<file path="src/rtl/sap_pkg.sv">
package sap_pkg;

  // Word-aligned control state applied to the output lines.
  typedef struct packed {
    logic byp;  // outputs follow inputs
    logic dis;  // drivers off
  } word_ctl_t;

  localparam word_ctl_t CTL_RESET = '{byp: 1'b0, dis: 1'b1};

endpackage

</file>
<file path="src/rtl/sap_wclk_align.sv">
// Word-boundary detection and bit position counter.
module sap_wclk_align #(
  parameter int FRAME_BITS = 64
) (
  input  logic bck,
  input  logic rst_n,
  input  logic wck,
  input  logic wpol,
  output logic word_end
);
  localparam int CW = $clog2(FRAME_BITS);
  localparam logic [CW-1:0] LAST = CW'(FRAME_BITS - 1);

  logic          wck_q;
  logic          seen;
  logic          locked;
  logic [CW-1:0] cnt;
  logic          bnd;

  // First edge after reset only records the word clock level.
  always_comb begin
    if (wpol) bnd = seen && wck && !wck_q;
    else      bnd = seen && !wck && wck_q;
  end

  always_ff @(posedge bck or negedge rst_n) begin
    if (!rst_n) begin
      wck_q  <= 1'b0;
      seen   <= 1'b0;
      locked <= 1'b0;
      cnt    <= '0;
    end else begin
      wck_q <= wck;
      seen  <= 1'b1;
      if (bnd) begin
        locked <= 1'b1;
        cnt    <= CW'(1);
      end else if (cnt == LAST) begin
        cnt <= '0;
      end else begin
        cnt <= cnt + CW'(1);
      end
    end
  end

  // cnt holds the index of the bit sampled at the coming edge.
  assign word_end = locked && (cnt == LAST);

endmodule

</file>
<file path="src/rtl/sap_rx_lane.sv">
// One input line: shift in a word, split it into two samples.
module sap_rx_lane #(
  parameter int SLOT_BITS = 32,
  parameter int SW        = 24
) (
  input  logic          bck,
  input  logic          rst_n,
  input  logic          sdin,
  input  logic          word_end,
  output logic [SW-1:0] left,
  output logic [SW-1:0] right
);
  localparam int FB = 2 * SLOT_BITS;

  logic [FB-2:0] sr;
  logic [FB-1:0] full;

  assign full = {sr, sdin};

  always_ff @(posedge bck or negedge rst_n) begin
    if (!rst_n) begin
      sr    <= '0;
      left  <= '0;
      right <= '0;
    end else begin
      sr <= full[FB-2:0];
      if (word_end) begin
        left  <= full[FB-1 -: SW];
        right <= full[SLOT_BITS-1 -: SW];
      end
    end
  end

endmodule

</file>
<file path="src/rtl/sap_tx_lane.sv">
// One output line: load a word at word end, drive bits on the falling edge.
module sap_tx_lane #(
  parameter int SLOT_BITS = 32,
  parameter int SW        = 24
) (
  input  logic          bck,
  input  logic          rst_n,
  input  logic          word_end,
  input  logic [SW-1:0] left_in,
  input  logic [SW-1:0] right_in,
  output logic          pin
);
  localparam int FB  = 2 * SLOT_BITS;
  localparam int PAD = SLOT_BITS - SW;

  logic [SLOT_BITS-1:0] lslot;
  logic [SLOT_BITS-1:0] rslot;
  logic [FB-1:0]        sr;

  assign lslot = SLOT_BITS'(left_in)  << PAD;
  assign rslot = SLOT_BITS'(right_in) << PAD;

  always_ff @(posedge bck or negedge rst_n) begin
    if (!rst_n)        sr <= '0;
    else if (word_end) sr <= {lslot, rslot};
    else               sr <= {sr[FB-2:0], 1'b0};
  end

  always_ff @(negedge bck or negedge rst_n) begin
    if (!rst_n) pin <= 1'b0;
    else        pin <= sr[FB-1];
  end

endmodule

</file>
<file path="src/rtl/sap_port.sv">
module sap_port
  import sap_pkg::*;
#(
  parameter int LANES     = 4,
  parameter int SLOT_BITS = 32,
  parameter int SW        = 24
) (
  input  logic                    bck,
  input  logic                    rst_n,
  input  logic                    wck,
  input  logic                    wpol,
  input  logic [LANES-1:0]        sdin,
  output logic                    cap_valid,
  output logic [2*LANES*SW-1:0]   cap_data,
  output logic                    play_ready,
  input  logic                    play_valid,
  input  logic [2*LANES*SW-1:0]   play_data,
  input  logic                    bypass,
  input  logic                    oe_n,
  input  logic [2*LANES-1:0]      mute,
  output logic [LANES-1:0]        sdout,
  output logic                    sdout_en
);
  localparam int FB = 2 * SLOT_BITS;

  logic       word_end;
  logic [LANES-1:0] pin;
  word_ctl_t  ctl_stg;
  word_ctl_t  ctl_act;

  sap_wclk_align #(.FRAME_BITS(FB)) u_align (
    .bck      (bck),
    .rst_n    (rst_n),
    .wck      (wck),
    .wpol     (wpol),
    .word_end (word_end)
  );

  assign play_ready = word_end;

  always_ff @(posedge bck or negedge rst_n) begin
    if (!rst_n) cap_valid <= 1'b0;
    else        cap_valid <= word_end;
  end

  // Controls sampled at word end, applied from the falling edge that starts the next word.
  always_ff @(posedge bck or negedge rst_n) begin
    if (!rst_n)        ctl_stg <= CTL_RESET;
    else if (word_end) ctl_stg <= '{byp: bypass, dis: oe_n};
  end

  always_ff @(negedge bck or negedge rst_n) begin
    if (!rst_n) ctl_act <= CTL_RESET;
    else        ctl_act <= ctl_stg;
  end

  for (genvar l = 0; l < LANES; l++) begin : g_lane
    localparam int CL = 2 * l;
    localparam int CR = 2 * l + 1;
    logic [SW-1:0] tx_l;
    logic [SW-1:0] tx_r;

    sap_rx_lane #(.SLOT_BITS(SLOT_BITS), .SW(SW)) u_rx (
      .bck      (bck),
      .rst_n    (rst_n),
      .sdin     (sdin[l]),
      .word_end (word_end),
      .left     (cap_data[CL*SW +: SW]),
      .right    (cap_data[CR*SW +: SW])
    );

    assign tx_l = (play_valid && !mute[CL]) ? play_data[CL*SW +: SW] : '0;
    assign tx_r = (play_valid && !mute[CR]) ? play_data[CR*SW +: SW] : '0;

    sap_tx_lane #(.SLOT_BITS(SLOT_BITS), .SW(SW)) u_tx (
      .bck      (bck),
      .rst_n    (rst_n),
      .word_end (word_end),
      .left_in  (tx_l),
      .right_in (tx_r),
      .pin      (pin[l])
    );

    assign sdout[l] = ctl_act.dis ? 1'b0 : (ctl_act.byp ? sdin[l] : pin[l]);
  end

  assign sdout_en = !ctl_act.dis;

endmodule

</file>
<file path="config.mk">
export PLATFORM = sky130hd
export DESIGN_NAME = sap_port
export DESIGN_NICKNAME = d
export VERILOG_FILES = /design/src/rtl/sap_pkg.sv /design/src/rtl/sap_wclk_align.sv /design/src/rtl/sap_rx_lane.sv /design/src/rtl/sap_tx_lane.sv /design/src/rtl/sap_port.sv
export SDC_FILE = /design/constraint.sdc
export NUM_CORES = 1
export LEC_CHECK = 0
export ABC_AREA = 1
export CORE_ASPECT_RATIO = 2
export CORE_MARGIN = 2
export CORE_UTILIZATION = 35
export CTS_BUF_LIST = sky130_fd_sc_hd__clkbuf_4 sky130_fd_sc_hd__clkbuf_8
export CTS_CLUSTER_DIAMETER = 80
export DETAILED_ROUTE_END_ITERATION = 7
export PLACE_DENSITY = 0.61
export SYNTH_ARGS = -nofsm -noshare
export SYNTH_HDL_FRONTEND = slang
export SYNTH_HIERARCHICAL = 1
export SYNTH_SLANG_ARGS = --single-unit
</file>
<file path="constraint.sdc">
create_clock -name bck -period 2.7 [get_ports bck]
set_clock_uncertainty 0.15 [all_clocks]
set_input_delay 0.54 -clock bck [delete_from_list [all_inputs] [get_ports bck]]
set_output_delay 0.54 -clock bck [all_outputs]
set_load 0.05 [all_outputs]
</file>
==> flow_summary.json, run 1 <==
{
  "async_flop_share": 1.00,
  "yosysUniqueCellTypes": 21,
  "crit_type": "reg -> out",
  "slew_violations": 0,
  "clock_latency_ns": 0.73,
  "finalSetupViolations": 5,
  "cts_buffers": 98,
  "stdcell_count": 3903,
  "place_area_um2": 29200,
  "grt_start_max_net_pins": 186,
  "dp_cells": 3706,
  "synth_seq_area_share": 0.704,
  "cts_tree": "yes",
  "synthFlopType": "dfrtp_1",
  "num_vias": 16246,
  "r2r_slack_ns": 0.23,
  "rows": 136,
  "portBuffers": 409,
  "clockRootBuffer": "clkbuf_8",
  "clk_path_buf_depth": 3,
  "max_slew.worst_pin.slew_ns": 1.12,
  "initial_core_util": 0.354,
  "gr-total-overflow": 0,
  "critPathRequiredTime_ns": 2.01,
  "drive_gt1_frac": 0.0842,
  "yosysTopAreaCellShare": 0.697,
  "path_max_fanout": 5,
  "startpoint": "ctl_act[0]$_DFF_NN1_",
  "nFillCells": 6672,
  "postRouteWirelength_um": 55800,
  "p_leak_nw": 17.4,
  "worst_hold_slack_ns": 0.132,
  "post-route-util": 0.458,
  "antenna_left": 0,
  "outcome": "complete, but fails checks",
  "critPathLaunchType": "flip-flop",
  "finalNetCount": 3134,
  "hold_viol_final": 0,
  "grt_setup_unrepaired": "yes",
  "die_w_um": 191,
  "syn_nets": 2684,
  "drt_iter0_drc": 735,
  "max-slew-margin-rel": 0.250,
  "gp_congestion": 0.791,
  "syn_area_um2": 24400,
  "r2r_start": "u_align/cnt[0]$_DFF_PN0_",
  "clk_pin_slew_ns": 0.06,
  "syn_avg_cell_area_um2": 9.86,
  "cellPowerDensity_nw_per_um2": 675,
  "fin_ws_ns": -1.02,
  "crit_chain": "clkinvlp_4 -> buf_4 -> buf_6",
  "grt_pass1_wl_um": 90400,
  "synthTopCellsByArea": "dfrtp_1 (70%), nand2_1 (18%), inv_1 (3.9%)",
  "vias_per_cell": 4.16,
  "dpl.hpwl_um": 36000,
  "fin_area_um2": 31600,
  "post-place-ws_ns": -0.324,
  "violations": "negative setup slack",
  "ir_worst_vdd_v": 0.000395,
  "power_mw": 21.3,
  "fp.dieArea_um2": 71900,
  "yosysWarnings": 6,
  "grt_pass1_vias": 16965,
  "maxCapViolations": 0,
  "pin_count": 410,
  "first_pass_iters": 4,
  "cp-endpoint": "sdout_en",
  "slowest_delay_ns": 0.53,
  "tns_ns": -5.07,
  "track_usage": 0.161,
  "clkSinkCount": 686,
  "crit_slowest_cell": "dfstp_2",
  "core_um2": 68900,
  "worstPathArrival_ns": 3.03,
  "antenna_found_initial": 4,
  "yosys.area.top_type": "dfrtp_1",
  "area_growth_syn_to_layout_pct": 29.5,
  "die_height_um": 377,
  "drc": 0,
  "worstRegToRegCells": 11,
  "htreeDepth": 3,
  "hp-class": "in -> reg",
  "synth-edff-count": 0,
  "ys_seq_elements": 686,
  "worstSetupEndpointType": "output pin",
  "r2r_end": "g_lane[1].u_rx/left[0]$_DFFE_PN0P_",
  "wl_per_cell_um": 14.3,
  "syn_inst": 2472
}
flip-flops by register name (all words and copies together) (netlist names):
name,cells
u_align/cnt,6
g_lane.u_tx/pin,4
g_lane.u_tx/sr,224
g_lane.u_rx/right,96
ctl_stg,2
u_align/wck_q,1
cap_valid,1
g_lane.u_rx/sr,252
ctl_act,2
u_align/seen,1
u_align/locked,1
g_lane.u_rx/left,96
cells by family (layout without fill, tap and decap cells):
group,count (synthesis),after routing,synth area share
simple gates,1415,1415,0.218
fa+ha+maj,1,1,0.000513
flops,686,686,0.704
compound gates,4,4,0.000924
xor+xnor,3,3,0.00108
other cells,1,4,0.000154
buf+inv,362,893,0.0747
cell usage after synthesis, drive strengths merged (2+ instances only):
master,count
clkbuf,5
o21ai,3
dfrtp,679
nand2,1170
inv,260
nand3,2
buf,97
dfrtn,5
nor2,240
dfstp,2
xnor2,2
nand4,2
final cells by class:
| type | instances | area, µm² | area share |
|---|---|---|---|
| Sequential cell | 686 | 17200 | 0.544 |
| Multi-Input combinational cell | 1424 | 5440 | 0.172 |
| Timing Repair Buffer | 452 | 4540 | 0.144 |
| Clock buffer | 151 | 1930 | 0.0611 |
| Tap cell | 897 | 1120 | 0.0356 |
| Inverter | 259 | 978 | 0.0310 |
| Clock inverter | 31 | 382 | 0.0121 |
| Antenna cell | 3 | 7.51 | 0.000238 |
critical path: cells and delay by family (launching register included):
| family | cells | cell delay [ns] |
|---|---|---|
| DFF | 1 | 0.53 |
| buffers and inverters | 3 | 0.45 |
cell usage in the layout, fill, tap and decap left out, types with 5 or more instances in the layout:
cell and n:
buf_12 14, clkinv_2 15, clkbuf_8 127, nor2_4 5, clkbuf_4 24, dlygate4sd2_1 82, bufinv_16 8, nand2_2 6
dfrtn_1 5, nor2_1 234, inv_2 7, inv_1 251, clkdlybuf4s50_1 319, dfrtp_1 679, buf_4 31, nand2_1 1164
where the power goes:
part / switching (mW) / internal [mW] / total [mW]
Combinational: 0.688 / 0.517 / 1.21
Sequential: 0.159 / 10.6 / 10.7
Clock: 4.02 / 5.35 / 9.37
Total: 4.87 / 16.4 / 21.3
worst min path at each step:
stage                                                from                               to  depth (start not counted)
after floorplan                                     rst_n              cap_valid$_DFF_PN0_                          0
after global placement     g_lane[1].u_rx/sr[0]$_DFF_PN0_   g_lane[1].u_rx/sr[1]$_DFF_PN0_                          0
after detailed placement  g_lane[1].u_rx/sr[35]$_DFF_PN0_  g_lane[1].u_rx/sr[36]$_DFF_PN0_                          0
after CTS                                         sdin[1]   g_lane[1].u_rx/sr[0]$_DFF_PN0_                          1
after global routing                              sdin[1]   g_lane[1].u_rx/sr[0]$_DFF_PN0_                          1
final                                             sdin[1]   g_lane[1].u_rx/sr[0]$_DFF_PN0_                          1
routing by layer:
metal / global-route usage / wire, µm
met2: 0.263 / 26100
met1: 0.199 / 23900
met4: 0.0664 / 1500
met3: 0.0492 / 4260
met5: 0 / 13
repair_timing:
action,4_1_cts,5_1_grt
gates cloned,2,0
hold buffers,1,0
setup buffers,7,3
endpoints found under the hold margin,97,0
endpoints found under the setup margin,88,10
gates resized for setup,87,5
pin swaps,4,5
Power figures use the tool's default switching activity.
==> run 2, diff against run 1 <==
--- a/constraint.sdc
+++ b/constraint.sdc
@@ -3,3 +3,3 @@
 set_input_delay 0.54 -clock bck [delete_from_list [all_inputs] [get_ports bck]]
 set_output_delay 0.54 -clock bck [all_outputs]
-set_load 0.05 [all_outputs]
+set_load 0.1 [all_outputs]
==> run 2 against run 1 <==
The flow still finishes with violations (negative setup slack). Sequential power hardly changed. Critical path depth increased by 1. Register-to-register slack about the same. Via count increased by 0.17%. Combinational power increased by 15%. Wire length down 2.0%. Die area is the same. Utilization shrank 0.72 points. Largest cell class unchanged.
==> flow_summary.json, run 2 (same netlist as run 1, synthesis figures left out) <==
{
  "outcome": "complete, but fails checks",
  "violations": "negative setup slack",
  "clkPwrFrac": 0.426,
  "max_slew.worst_pin.slew_ns": 0.877,
  "die_height_um": 377,
  "crit_chain": "clkinvlp_4 -> nand2_2 -> nor2_4 -> buf_12",
  "antenna_found_initial": 4,
  "worstSetupEndpointType": "output pin",
  "grt_start_max_net_pins": 134,
  "fin_area_um2": 31100,
  "p_int_mw": 16.1,
  "final_common_cell": "nand2_1",
  "clk_path_buf_depth": 3,
  "core_um2": 68900,
  "cellPowerDensity_nw_per_um2": 680,
  "slowest_delay_ns": 0.53,
  "grt_pass1_vias": 16545,
  "antenna_left": 0,
  "drc": 0,
  "power_frac_comb": 0.066,
  "top_register": "g_lane.u_rx/sr",
  "dpl.hpwl_um": 35000,
  "post-place-ws_ns": -0.357,
  "area_growth_syn_to_layout_pct": 27.5,
  "grt_setup_unrepaired": "yes",
  "post-route-util": 0.451,
  "worst-path-buf-inv": 2,
  "first_pass_iters": 4,
  "drive_gt1_frac": 0.147,
  "initial_core_util": 0.354,
  "grt_pass1_wl_um": 88500,
  "critical_path.top_delay_family": "flip-flops",
  "p_leak_nw": 17.3,
  "htreeDepth": 3,
  "gr-total-overflow": 0,
  "max-slew-margin-rel": 0.416,
  "power_mw": 21.1,
  "num_vias": 16274,
  "rows": 136,
  "seq_power_share": 0.508,
  "fp.dieArea_um2": 71900,
  "cts_tree": "yes",
  "largest_reg_flops": 252,
  "track_usage": 0.157,
  "ir_worst_vdd_v": 0.000430,
  "worstPathArrival_ns": 3.06,
  "cts_buffers": 97,
  "maxCapViolations": 0,
  "fin_ws_ns": -1.05,
  "wl_per_cell_um": 14.0,
  "clk_pin_slew_ns": 0.06,
  "place_area_um2": 28700,
  "slew_violations": 0,
  "reg.largest.list": "g_lane.u_rx/sr (252), g_lane.u_tx/sr (224)",
  "clockRootBuffer": "clkbuf_8",
  "die_w_um": 191,
  "path_max_fanout": 5,
  "postRouteWirelength_um": 54700,
  "mostFrequentLayoutCells": "nand2_1 (1164), dfrtp_1 (679), inv_1 (251)",
  "finalSetupViolations": 5,
  "portBuffers": 409,
  "crit_type": "reg -> out",
  "drt_iter0_drc": 763,
  "critPathLaunchType": "flip-flop",
  "clkSinkCount": 686,
  "p_sw_frac": 0.236,
  "finalNetCount": 3135,
  "clock_latency_ns": 0.71,
  "pin_count": 410,
  "crit_slowest_cell": "dfstp_2",
  "critPathRequiredTime_ns": 2.01,
  "switching_power_mw": 4.99,
  "gp_congestion": 0.755,
  "hold_viol_final": 0,
  "vias_per_cell": 4.18,
  "hp-class": "in -> reg"
}
run 2: changes by cell type in the layout (fill, tap and decap cells not counted), sizes merged, moves of 2 or more:
cell	delta
clkinv	-4
buf	+196
bufinv	-2
dlygate4sd2	-82
clkinvlp	-2
clkdlybuf4s50	-110
run 2: power by group through the flow:
stage / Clock (mW) / Combinational (mW) / Sequential (mW)
4_1_cts: 9.39 / 1.42 / 10.7
6_report: 8.99 / 1.39 / 10.7
5_1_grt: 9.80 / 1.54 / 10.8
2_1_floorplan: 0.00463 / 0.359 / 11.2
3_3_place_gp: 0.00463 / 1.37 / 10.9
3_5_place_dp: 0.00463 / 1.38 / 10.9
run 2: per-layer routing:
| metal | vias up | global-route usage | share of wire |
|---|---|---|---|
| met4 | 4 | 0.0598 | 0.021 |
| li1 | 8104 | - | - |
| met3 | 66 | 0.0501 | 0.079 |
| met2 | 440 | 0.256 | 0.48 |
| met5 | - | 0 | 0.00049 |
| met1 | 7660 | 0.195 | 0.42 |
run 2: area by class of cell:
type / instances / area [µm²]
sequential: 686 / 17200
timing repair buffer: 454 / 4160
clock buffer: 150 / 1880
multi-input combinational: 1424 / 5450
inverter: 259 / 976
tap: 897 / 1120
clock inverter: 23 / 314
fill: 6696 / 37800
antenna: 2 / 5.00
run 2: final timing paths:
check	to	start	depth (start not counted)	slack, ns
setup reg to reg	g_lane[3].u_tx/sr[31]$_DFF_PN0_	u_align/cnt[1]$_DFF_PN0_	11	0.24
max in group asynchronous	ctl_act[0]$_DFF_NN1_	rst_n	2	0.56
min in group asynchronous	g_lane[3].u_tx/sr[13]$_DFF_PN0_	rst_n	2	0.22
setup / recovery	sdout[1]	ctl_act[0]$_DFF_NN1_	4	-1.05
hold reg to reg	g_lane[2].u_rx/sr[1]$_DFF_PN0_	g_lane[2].u_rx/sr[0]$_DFF_PN0_	0	0.19
hold / removal	g_lane[3].u_rx/sr[0]$_DFF_PN0_	sdin[3]	1	0.17
run 2: repair_timing:
action	in CTS	in global routing
endpoints found under the hold margin	65	0
cloned	1	0
setup endpoints to repair	6	16
setup buffers	9	1
pin swaps	4	4
hold buffers	1	0
resized for setup	5	0
run 2: per-stage QoR:
stage | cells | setup TNS, ns | hold slack (ns)
detailed placement | 3709 | -1.72 | 0.185
floorplan | 2472 | -3.12 | 0.0944
CTS | 3892 | -5.78 | 0.0607
global route | 3894 | -5.82 | 0.117
global placement | 3709 | -1.74 | 0.182
finish | 3895 | -5.22 | 0.172
run 2: worst register-to-register path, delay by kind of cell, from the launching register on:
| family | cells | cell delay [ns] |
|---|---|---|
| AND/OR/NAND/NOR | 6 | 0.62 |
| adder cells (fa/ha/maj) | 1 | 0.19 |
| buffers and inverters | 4 | 1.08 |
| flip-flops | 1 | 0.36 |
==> run 3, diff against run 2 <==
SLEW_MARGIN = 40   (was default)
==> run 3 against run 2 <==
The flow still finishes with violations (negative setup slack). Count of clock-buffer cells in the layout did not move. Critical path depth did not move. Cell count barely moved. Total power barely moved. Sequential cell count did not move. First-iteration DRC count rose by 2.0%. Register-to-register slack improved by 0.10 ns. Critical endpoint unchanged.
==> flow_summary.json, run 3 (same netlist as run 1, synthesis figures left out) <==
{
  "critPathRequiredTime_ns": 2.01,
  "grt_start_max_net_pins": 134,
  "drt_iter0_drc": 778,
  "critPathLaunchType": "flip-flop",
  "power_mw": 21.1,
  "violations": "negative setup slack",
  "cts_buffers": 97,
  "fp.dieArea_um2": 71900,
  "rows": 136,
  "busiest_layer": "met2",
  "p_leak_nw": 17.3,
  "max-slew-margin-rel": 0.481,
  "wl_per_cell_um": 14.0,
  "use_met1": 0.195,
  "postRouteWirelength_um": 54600,
  "path_max_fanout": 5,
  "use_met2": 0.255,
  "slowest_delay_ns": 0.53,
  "drive_gt1_frac": 0.147,
  "antenna_left": 0,
  "nFillCells": 6697,
  "track_usage": 0.157,
  "crit_type": "reg -> out",
  "first_pass_iters": 4,
  "worstSetupEndpointType": "output pin",
  "top_register": "g_lane.u_rx/sr",
  "core_um2": 68900,
  "fin_area_um2": 31100,
  "cellPowerDensity_nw_per_um2": 679,
  "seq_power_share": 0.508,
  "cts_tree": "yes",
  "num_vias": 16259,
  "p_int_mw": 16.1,
  "ir_worst_vdd_v": 0.000431,
  "largest_reg_flops": 252,
  "portBuffers": 409,
  "critical_path.top_delay_family": "flip-flops",
  "final_common_cell": "nand2_1",
  "grt_pass1_wl_um": 88500,
  "worstPathArrival_ns": 3.05,
  "clk_path_buf_depth": 3,
  "worst-path-buf-inv": 2,
  "p_sw_frac": 0.236,
  "place_area_um2": 28700,
  "clockRootBuffer": "clkbuf_8",
  "maxCapViolations": 0,
  "antenna_found_initial": 4,
  "die_w_um": 191,
  "clock_latency_ns": 0.71,
  "dpl.hpwl_um": 35000,
  "finalSetupViolations": 5,
  "slew_violations": 0,
  "post-route-util": 0.452,
  "hold_viol_final": 0,
  "crit_slowest_cell": "dfstp_2",
  "pin_count": 410,
  "grt_setup_unrepaired": "yes",
  "finalNetCount": 3136,
  "gr-total-overflow": 0,
  "r2r_slack_ns": 0.34,
  "max_slew.worst_pin.slew_ns": 0.779,
  "hp-class": "in -> reg",
  "htreeDepth": 3,
  "drc": 0,
  "post-place-ws_ns": -0.357,
  "gp_congestion": 0.755,
  "fin_ws_ns": -1.04,
  "initial_core_util": 0.354,
  "vias_per_cell": 4.17,
  "reg.largest.list": "g_lane.u_rx/sr (252), g_lane.u_tx/sr (224)",
  "die_height_um": 377,
  "clkPwrFrac": 0.426,
  "area_growth_syn_to_layout_pct": 27.6,
  "outcome": "complete, but fails checks",
  "clk_pin_slew_ns": 0.06,
  "crit_chain": "clkinvlp_4 -> nand2_2 -> nor2_4 -> buf_12",
  "grt_pass1_vias": 16537,
  "tns_ns": -5.21,
  "mostFrequentLayoutCells": "nand2_1 (1164), dfrtp_1 (679), inv_1 (251)",
  "met3_usage": 0.0502,
  "power_frac_comb": 0.066,
  "clkSinkCount": 686,
  "switching_power_mw": 4.98
}
run 3: repair_timing:
| action | in CTS | in global routing |
|---|---|---|
| cloned | 1 | 0 |
| hold buffers | 1 | 0 |
| endpoints found under the hold margin | 65 | 0 |
| resized for setup | 5 | 4 |
| pin swaps | 4 | 4 |
| buffers inserted | 9 | 1 |
| endpoints found under the setup margin | 6 | 152 |
run 3: power by group through the flow:
stage	clock [mW]	combinational [mW]	sequential [mW]
global placement	0.00463	1.37	10.9
finish	8.99	1.40	10.7
CTS	9.39	1.42	10.7
global route	9.80	1.54	10.8
detailed placement	0.00463	1.38	10.9
floorplan	0.00463	0.359	11.2
run 3: final timing paths:
path                            depth (start not counted)                            from                               to
worst min register to register                          0  g_lane[1].u_rx/sr[0]$_DFF_PN0_   g_lane[1].u_rx/sr[1]$_DFF_PN0_
worst max register to register                         11        u_align/cnt[1]$_DFF_PN0_  g_lane[3].u_tx/sr[31]$_DFF_PN0_
min in group asynchronous                               2                           rst_n  g_lane[3].u_tx/sr[13]$_DFF_PN0_
max in group asynchronous                               2                           rst_n             ctl_act[0]$_DFF_NN1_
worst max-delay path                                    4            ctl_act[0]$_DFF_NN1_                         sdout[1]
worst min-delay path                                    1                         sdin[3]   g_lane[3].u_rx/sr[0]$_DFF_PN0_
run 3: through the flow:
| stage | instances | hold slack, ns |
|---|---|---|
| after floorplan | 2472 | 0.0944 |
| after global placement | 3709 | 0.182 |
| after detailed placement | 3709 | 0.185 |
| after CTS | 3892 | 0.0607 |
| after global routing | 3895 | 0.117 |
| final | 3897 | 0.172 |
run 3: per-layer routing:
layer,up-vias,routed length [µm]
met5,-,27
met4,4,1150
met3,65,4310
met2,442,26100
met1,7643,23000
li1,8105,-
run 3: area by class of cell:
type | instances | area, µm² | share of cell area
timing repair buffer | 455 | 4190 | 0.134
inverter | 259 | 988 | 0.0318
clock buffer | 150 | 1880 | 0.0605
clock inverter | 23 | 314 | 0.0101
sequential | 686 | 17200 | 0.552
antenna | 3 | 7.51 | 0.000241
tap | 897 | 1120 | 0.0361
multi-input combinational | 1424 | 5450 | 0.175
